### src/rtl/mw_pkg.sv
package mw_pkg;

  typedef enum logic [2:0] {
    ST_IDLE,
    ST_OP,
    ST_ADDR,
    ST_DATA,
    ST_READ,
    ST_DONE
  } mw_state_e;

  localparam logic [1:0] CODE_EXT   = 2'b00;
  localparam logic [1:0] CODE_WRITE = 2'b01;
  localparam logic [1:0] CODE_READ  = 2'b10;
  localparam logic [1:0] CODE_ERASE = 2'b11;

  localparam logic [1:0] SUB_LOCK   = 2'b00;
  localparam logic [1:0] SUB_FILL   = 2'b01;
  localparam logic [1:0] SUB_WIPE   = 2'b10;
  localparam logic [1:0] SUB_UNLOCK = 2'b11;

endpackage

### src/rtl/mw_in_sync.sv
module mw_in_sync #(
  parameter int SYNC_DEPTH = 2
) (
  input  logic clk,
  input  logic rst_n,
  input  logic cs_i,
  input  logic sk_i,
  input  logic di_i,
  output logic rst_n_o,
  output logic cs_o,
  output logic di_o,
  output logic sk_rise_o
);

  logic [SYNC_DEPTH-1:0] rst_pipe;
  logic [SYNC_DEPTH-1:0] cs_pipe;
  logic [SYNC_DEPTH-1:0] di_pipe;
  logic [SYNC_DEPTH:0]   sk_pipe;

  // Reset asserts at once and releases after SYNC_DEPTH clock edges.
  always_ff @(posedge clk or negedge rst_n) begin
    if (!rst_n) rst_pipe <= '0;
    else        rst_pipe <= {rst_pipe[SYNC_DEPTH-2:0], 1'b1};
  end

  assign rst_n_o = rst_pipe[SYNC_DEPTH-1];

  // cs and di go through the same depth as sk, so they stay aligned with the edge pulse.
  always_ff @(posedge clk or negedge rst_n_o) begin
    if (!rst_n_o) begin
      cs_pipe <= '0;
      di_pipe <= '0;
      sk_pipe <= '0;
    end else begin
      cs_pipe <= {cs_pipe[SYNC_DEPTH-2:0], cs_i};
      di_pipe <= {di_pipe[SYNC_DEPTH-2:0], di_i};
      sk_pipe <= {sk_pipe[SYNC_DEPTH-1:0], sk_i};
    end
  end

  assign cs_o      = cs_pipe[SYNC_DEPTH-1];
  assign di_o      = di_pipe[SYNC_DEPTH-1];
  assign sk_rise_o = sk_pipe[SYNC_DEPTH-1] & ~sk_pipe[SYNC_DEPTH];

endmodule

### src/rtl/mw_cmd_decode.sv
module mw_cmd_decode
  import mw_pkg::*;
#(
  parameter int ADDR_W = 6,
  parameter int WORD_W = 16
) (
  input  logic              clk,
  input  logic              rst_n,
  input  logic              cs,
  input  logic              di,
  input  logic              sk_rise,
  input  logic [WORD_W-1:0] rd_word,
  output logic [ADDR_W-1:0] rd_addr,
  output logic              wr_en,
  output logic              wr_all,
  output logic [ADDR_W-1:0] wr_addr,
  output logic [WORD_W-1:0] wr_data,
  output logic              dout,
  output mw_state_e         state_o,
  output logic              prog_en_o
);

  localparam int CNT_MAX = (WORD_W > ADDR_W) ? WORD_W : ADDR_W;
  localparam int CNT_W   = $clog2(CNT_MAX + 1);
  localparam logic [CNT_W-1:0] ADDR_LAST = CNT_W'(ADDR_W - 1);
  localparam logic [CNT_W-1:0] DATA_LAST = CNT_W'(WORD_W - 1);
  localparam logic [CNT_W-1:0] READ_END  = CNT_W'(WORD_W);

  mw_state_e         state_q, state_d;
  logic [CNT_W-1:0]  cnt_q, cnt_d;
  logic [1:0]        code_q, code_d;
  logic [ADDR_W-1:0] addr_q, addr_d;
  logic [WORD_W-2:0] data_q, data_d;
  logic [WORD_W-1:0] out_q, out_d;
  logic              dout_q, dout_d;
  logic              prog_q, prog_d;
  logic              wen_q, wen_c;
  logic              wall_q, wall_c;
  logic [ADDR_W-1:0] waddr_q, waddr_c;
  logic [WORD_W-1:0] wdata_q, wdata_c;

  logic [ADDR_W-1:0] addr_full;
  logic [WORD_W-1:0] data_full;
  logic [1:0]        sub_sel;

  assign addr_full = {addr_q[ADDR_W-2:0], di};
  assign data_full = {data_q, di};
  assign sub_sel   = addr_full[ADDR_W-1 -: 2];
  assign rd_addr   = addr_full;

  always_comb begin
    state_d = state_q;
    cnt_d   = cnt_q;
    code_d  = code_q;
    addr_d  = addr_q;
    data_d  = data_q;
    out_d   = out_q;
    dout_d  = dout_q;
    prog_d  = prog_q;
    wen_c   = 1'b0;
    wall_c  = 1'b0;
    waddr_c = addr_q;
    wdata_c = data_full;

    if (!cs) begin
      state_d = ST_IDLE;
      cnt_d   = '0;
      dout_d  = 1'b0;
    end else if (sk_rise) begin
      unique case (state_q)
        ST_IDLE: begin
          cnt_d = '0;
          if (di) state_d = ST_OP;
        end
        ST_OP: begin
          code_d = {code_q[0], di};
          if (cnt_q == CNT_W'(1)) begin
            state_d = ST_ADDR;
            cnt_d   = '0;
          end else begin
            cnt_d = cnt_q + 1'b1;
          end
        end
        ST_ADDR: begin
          addr_d = addr_full;
          if (cnt_q == ADDR_LAST) begin
            cnt_d   = '0;
            state_d = ST_DONE;
            unique case (code_q)
              CODE_READ: begin
                state_d = ST_READ;
                out_d   = rd_word;
                dout_d  = 1'b0;
              end
              CODE_WRITE: state_d = ST_DATA;
              CODE_ERASE: begin
                wen_c   = prog_q;
                waddr_c = addr_full;
                wdata_c = '1;
              end
              default: begin
                unique case (sub_sel)
                  SUB_UNLOCK: prog_d = 1'b1;
                  SUB_LOCK:   prog_d = 1'b0;
                  SUB_WIPE: begin
                    wen_c   = prog_q;
                    wall_c  = 1'b1;
                    wdata_c = '1;
                  end
                  default: state_d = ST_DATA;
                endcase
              end
            endcase
          end else begin
            cnt_d = cnt_q + 1'b1;
          end
        end
        ST_DATA: begin
          data_d = data_full[WORD_W-2:0];
          if (cnt_q == DATA_LAST) begin
            state_d = ST_DONE;
            cnt_d   = '0;
            wen_c   = prog_q;
            wall_c  = (code_q == CODE_EXT);
          end else begin
            cnt_d = cnt_q + 1'b1;
          end
        end
        ST_READ: begin
          if (cnt_q == READ_END) begin
            dout_d  = 1'b0;
            state_d = ST_DONE;
          end else begin
            dout_d = out_q[WORD_W-1];
            out_d  = {out_q[WORD_W-2:0], 1'b0};
            cnt_d  = cnt_q + 1'b1;
          end
        end
        default: begin
          state_d = ST_DONE;
        end
      endcase
    end
  end

  always_ff @(posedge clk or negedge rst_n) begin
    if (!rst_n) begin
      state_q <= ST_IDLE;
      cnt_q   <= '0;
      code_q  <= '0;
      addr_q  <= '0;
      data_q  <= '0;
      out_q   <= '0;
      dout_q  <= 1'b0;
      prog_q  <= 1'b0;
      wen_q   <= 1'b0;
      wall_q  <= 1'b0;
      waddr_q <= '0;
      wdata_q <= '0;
    end else begin
      state_q <= state_d;
      cnt_q   <= cnt_d;
      code_q  <= code_d;
      addr_q  <= addr_d;
      data_q  <= data_d;
      out_q   <= out_d;
      dout_q  <= dout_d;
      prog_q  <= prog_d;
      wen_q   <= wen_c;
      wall_q  <= wall_c;
      waddr_q <= waddr_c;
      wdata_q <= wdata_c;
    end
  end

  assign wr_en     = wen_q;
  assign wr_all    = wall_q;
  assign wr_addr   = waddr_q;
  assign wr_data   = wdata_q;
  assign dout      = dout_q;
  assign state_o   = state_q;
  assign prog_en_o = prog_q;

endmodule

### src/rtl/mw_word_store.sv
module mw_word_store #(
  parameter int ADDR_W = 6,
  parameter int WORD_W = 16
) (
  input  logic              clk,
  input  logic              rst_n,
  input  logic              wr_en,
  input  logic              wr_all,
  input  logic [ADDR_W-1:0] wr_addr,
  input  logic [WORD_W-1:0] wr_data,
  input  logic [ADDR_W-1:0] rd_addr,
  output logic [WORD_W-1:0] rd_data
);

  localparam int DEPTH = 1 << ADDR_W;

  logic [DEPTH-1:0][WORD_W-1:0] mem_q;
  logic [DEPTH-1:0]             sel;

  for (genvar i = 0; i < DEPTH; i++) begin : g_sel
    assign sel[i] = wr_en & (wr_all | (wr_addr == ADDR_W'(i)));
  end

  // Reset fills the array with the erased value.
  always_ff @(posedge clk or negedge rst_n) begin
    if (!rst_n) begin
      mem_q <= '1;
    end else begin
      for (int i = 0; i < DEPTH; i++) begin
        if (sel[i]) mem_q[i] <= wr_data;
      end
    end
  end

  assign rd_data = mem_q[rd_addr];

endmodule

### src/rtl/mw_eeprom.sv
module mw_eeprom
  import mw_pkg::*;
#(
  parameter int ADDR_W     = 6,
  parameter int WORD_W     = 16,
  parameter int SYNC_DEPTH = 2
) (
  input  logic clk,
  input  logic rst_n,
  input  logic cs,
  input  logic sk,
  input  logic di,
  output logic dout
);

  logic              rst_n_s;
  logic              cs_s;
  logic              di_s;
  logic              sk_rise;
  logic [ADDR_W-1:0] rd_addr;
  logic [WORD_W-1:0] rd_word;
  logic              wr_en;
  logic              wr_all;
  logic [ADDR_W-1:0] wr_addr;
  logic [WORD_W-1:0] wr_data;
  mw_state_e         state;
  logic              prog_en;

  mw_in_sync #(.SYNC_DEPTH(SYNC_DEPTH)) u_sync (
    .clk       (clk),
    .rst_n     (rst_n),
    .cs_i      (cs),
    .sk_i      (sk),
    .di_i      (di),
    .rst_n_o   (rst_n_s),
    .cs_o      (cs_s),
    .di_o      (di_s),
    .sk_rise_o (sk_rise)
  );

  mw_cmd_decode #(.ADDR_W(ADDR_W), .WORD_W(WORD_W)) u_dec (
    .clk       (clk),
    .rst_n     (rst_n_s),
    .cs        (cs_s),
    .di        (di_s),
    .sk_rise   (sk_rise),
    .rd_word   (rd_word),
    .rd_addr   (rd_addr),
    .wr_en     (wr_en),
    .wr_all    (wr_all),
    .wr_addr   (wr_addr),
    .wr_data   (wr_data),
    .dout      (dout),
    .state_o   (state),
    .prog_en_o (prog_en)
  );

  mw_word_store #(.ADDR_W(ADDR_W), .WORD_W(WORD_W)) u_store (
    .clk     (clk),
    .rst_n   (rst_n_s),
    .wr_en   (wr_en),
    .wr_all  (wr_all),
    .wr_addr (wr_addr),
    .wr_data (wr_data),
    .rd_addr (rd_addr),
    .rd_data (rd_word)
  );

endmodule

### config.mk
export PLATFORM = sky130hd
export DESIGN_NAME = mw_eeprom
export DESIGN_NICKNAME = d
export VERILOG_FILES = /design/src/rtl/mw_pkg.sv /design/src/rtl/mw_in_sync.sv /design/src/rtl/mw_cmd_decode.sv /design/src/rtl/mw_word_store.sv /design/src/rtl/mw_eeprom.sv
export SDC_FILE = /design/constraint.sdc
export NUM_CORES = 2
export LEC_CHECK = 0
export ABC_AREA = 1
export BUFFER_PORTS_ARGS = -buffer_cell sky130_fd_sc_hd__buf_2
export CORE_ASPECT_RATIO = 0.6
export CORE_UTILIZATION = 46
export CTS_CLUSTER_SIZE = 8
export DETAILED_ROUTE_END_ITERATION = 10
export PLACE_DENSITY = 0.69
export SYNTH_ARGS = -nofsm -noshare
export SYNTH_HDL_FRONTEND = slang
export SYNTH_SLANG_ARGS = --single-unit
### constraint.sdc
create_clock -name clk -period 75.4 [get_ports clk]
set_clock_uncertainty 0.05 [all_clocks]
set_input_delay 11.31 -clock clk [delete_from_list [all_inputs] [get_ports clk]]
set_output_delay 11.31 -clock clk [all_outputs]
set_load 0.02 [all_outputs]
==> impl_results.md <==
- Status: finished, final reports clean
- Worst hold path class: register to register
- Largest net degree at the start of global routing: 191
- Crit path cell chain: buf_2
- CTS tree: done
- Syn_area_per_cell: 8.18 um2
- Post-Route Setup TNS: 0 ns
- Number of global-route vias before repair: 39900
- Req. time, crit path: 64.04 ns
- Crit-path max FO: 2
- Total number of vias: 43100
- Io pins: 6
- Worst Path Arrival: 1.29 ns
- EDFF count, synth: 0
- Critical Path End Type: output pin
- Cell Area, Synth: 51800 um2
- Initial Utilization: 46.8%
- CTS max path bufs: 3
- Die area: 114000 um2
- Core Area: 111000 um2
- Drt first pass iters: 6
- Overall die width: 435 um
- Slew HR: 13.7%
- Routed WL: 153000 um
- GRT Total Usage: 26.8%
- Final HPWL DP: 83500 um
- Synth top cells by count: nand2_1, o21ai_0, dfstp_2
- Seq cells post-synth: 1106
- RSZ-0062 raised after global routing: no
- CTS Sinks: 1106
- Most frequent cell after synthesis: nand2_1
- Worst path slowest cell: dfrtp_1
- CTS resizes: 0
- Final Hold Viols: 0
- Placed cell count: 7342
- Max-capacitance violation count: 0
- Yosys cell types: 39
- IO buf count: 5
- Reg-to-Reg Start: u_sync.rst_pipe[1]
- Remaining DRCs: 0
- Worst Setup Start Kind: register
- Routability cong.: 0.942
- Ys flop type: dfstp_2
- Post-CTS setup buffer count: 0
- Pwr Density: 24.3 nW/um2
- R2R cell count: 5
- Synth area leader: dfstp_2
- Post-synth top area share: 51.9%
- Global-route wire length before repair: 239000 um
- Root Buffer: clkbuf_16
- Crit share post-route: 16.8%
- Layout cell share with drive strength beyond 1: 21.7%
- Final hold slack: 0.298 ns
- Endpoints failing setup: 0
- Reg-to-Reg End: u_store.mem_q[474]
- Synth Warn #: 0
- Fraction of registers with async set/reset: 100%
- Clk Latency, worst-skew pair: 0.76 ns
- Worst-margin pin slew: 1.29 ns
- Clk slew on worst S/H paths: 0.05 ns
- Maximum vdd drop: 20.4 uV
- Post-CTS Hold Fix Bufs: 0
- Initial DRC count: 5679
- Die height: 262 um
- Hold Path Stages: 0
- Buf/Inv on CP: 1
- Family with the most delay on the worst path: flip-flops
- Worst setup path class: register to output pin
- Final net count: 6031
- Hold Path Sink: u_sync.sk_pipe[1]
- Area Growth Syn to Fin: 8.11%
- Largest stage delay, worst path: 0.38 ns
- Syn nets: 6357
- FP Rows: 94
- Seq/Total Area, Yosys: 55.9%
- GRT overflow: 0
- H-tree lvl count: 4
- Final std cells w/o fill: 7543
- Initial antenna violation count: 5
- WL per Instance: 20.3 um
- Worst Hold Launch: u_sync.sk_pipe[0]
- Vias/cell: 5.71
- Leakage: 20.4 nW
- CTS buffer count: 156
- Post-Syn Instances: 6338
- Fmax: 0.0791 GHz
- Slew Viols, Final: 0
- Tmin final: 12.65 ns
- Register-to-register setup slack: 70.34 ns
- Post-route ant nets: 0
- Synth area leaders: dfstp_2, nand2_1, o21ai_0
kinds of logic after synthesis:
family | share of synthesized area, %
muxes | 0.0193
adders and majority gates | 0.338
and+or+nand+nor | 27.3
buffers and inverters | 5.25
AOI/OAI and AO/OA | 11.2
other | 0.00723
xor gates and xnor gates | 0.0338
DFF | 55.9
per-layer routing:
metal  wire length, um  vias up  track usage (%)
met3             16600      223             6.59
met5                13        -                0
li1                  -    20000                -
met4              3130        2             7.78
met1             70600    20900             40.4
met2             62700     1973             37.9
report_power, final:
group / switching, mW / internal, mW / total [mW]
logic: 0.0933 / 0.0285 / 0.122
clock network: 0.253 / 0.382 / 0.635
registers: 0.00549 / 0.600 / 0.605
total: 0.352 / 1.01 / 1.36
metrics by stage:
| stage | util [%] | power, mW | setup WS (ns) | area (um2) |
|---|---|---|---|---|
| 4_1_cts | 50.6 | 1.37 | 62.71 | 56000 |
| 3_3_place_gp | 46.8 | 0.730 | 63.52 | 51800 |
| 2_1_floorplan | - | 0.689 | 44.03 | 51800 |
| 3_5_place_dp | 46.8 | 0.731 | 63.52 | 51800 |
| 6_report | 50.6 | 1.36 | 62.75 | 56000 |
| 5_1_grt | 50.6 | 1.41 | 62.72 | 56000 |
registers in the layout, indices dropped and copies added (netlist names), 2 cells and up:
signal and count:
u_dec.out_q 16, u_sync.di_pipe 2, u_sync.sk_pipe 3, u_dec.data_q 15, u_dec.code_q 2, u_dec.wr_data 16, u_sync.cs_pipe 2, u_dec.addr_q 6
u_dec.wr_addr 6, u_sync.rst_pipe 2, u_store.mem_q 1024, u_dec.cnt_q 5, u_dec.state_o 3
worst max path at each step:
stage	slack, ns	depth (start not counted)	startpoint	to
6_report	62.75	1	u_dec.dout	dout
5_1_grt	62.72	1	u_dec.dout	dout
4_1_cts	62.71	1	u_dec.dout	dout
3_5_place_dp	63.52	1	u_dec.dout	dout
3_3_place_gp	63.52	1	u_dec.dout	dout
2_1_floorplan	44.03	0	u_sync.rst_pipe[1]	u_dec.addr_q[0]
layout make-up:
type / instances / area, um2
clock buffer: 190 / 4180
tap: 1488 / 1860
fill: 10300 / 54600
inverter: 71 / 293
clock inverter: 8 / 66.3
sequential: 1106 / 29000
antenna: 3 / 7.51
timing repair buffer: 60 / 500
multi-input combinational: 4617 / 20200
cells in the final DEF (no fill, tap or decap), drive strengths merged, types with 2 or more instances in the layout:
cell type / netlist / layout
diode: 0 / 3
clkinv: 17 / 2
nand4: 3 / 3
dfstp: 1024 / 1024
nand3: 898 / 898
clkbuf: 293 / 190
dfrtp: 82 / 82
nand2: 2490 / 2490
o21ai: 1139 / 1139
ha: 14 / 14
inv: 54 / 77
o22ai: 4 / 4
a21oi: 6 / 6
nor3: 5 / 5
buf: 251 / 60
nor2: 49 / 49
Note: power is estimated with default switching activity, not from simulation.
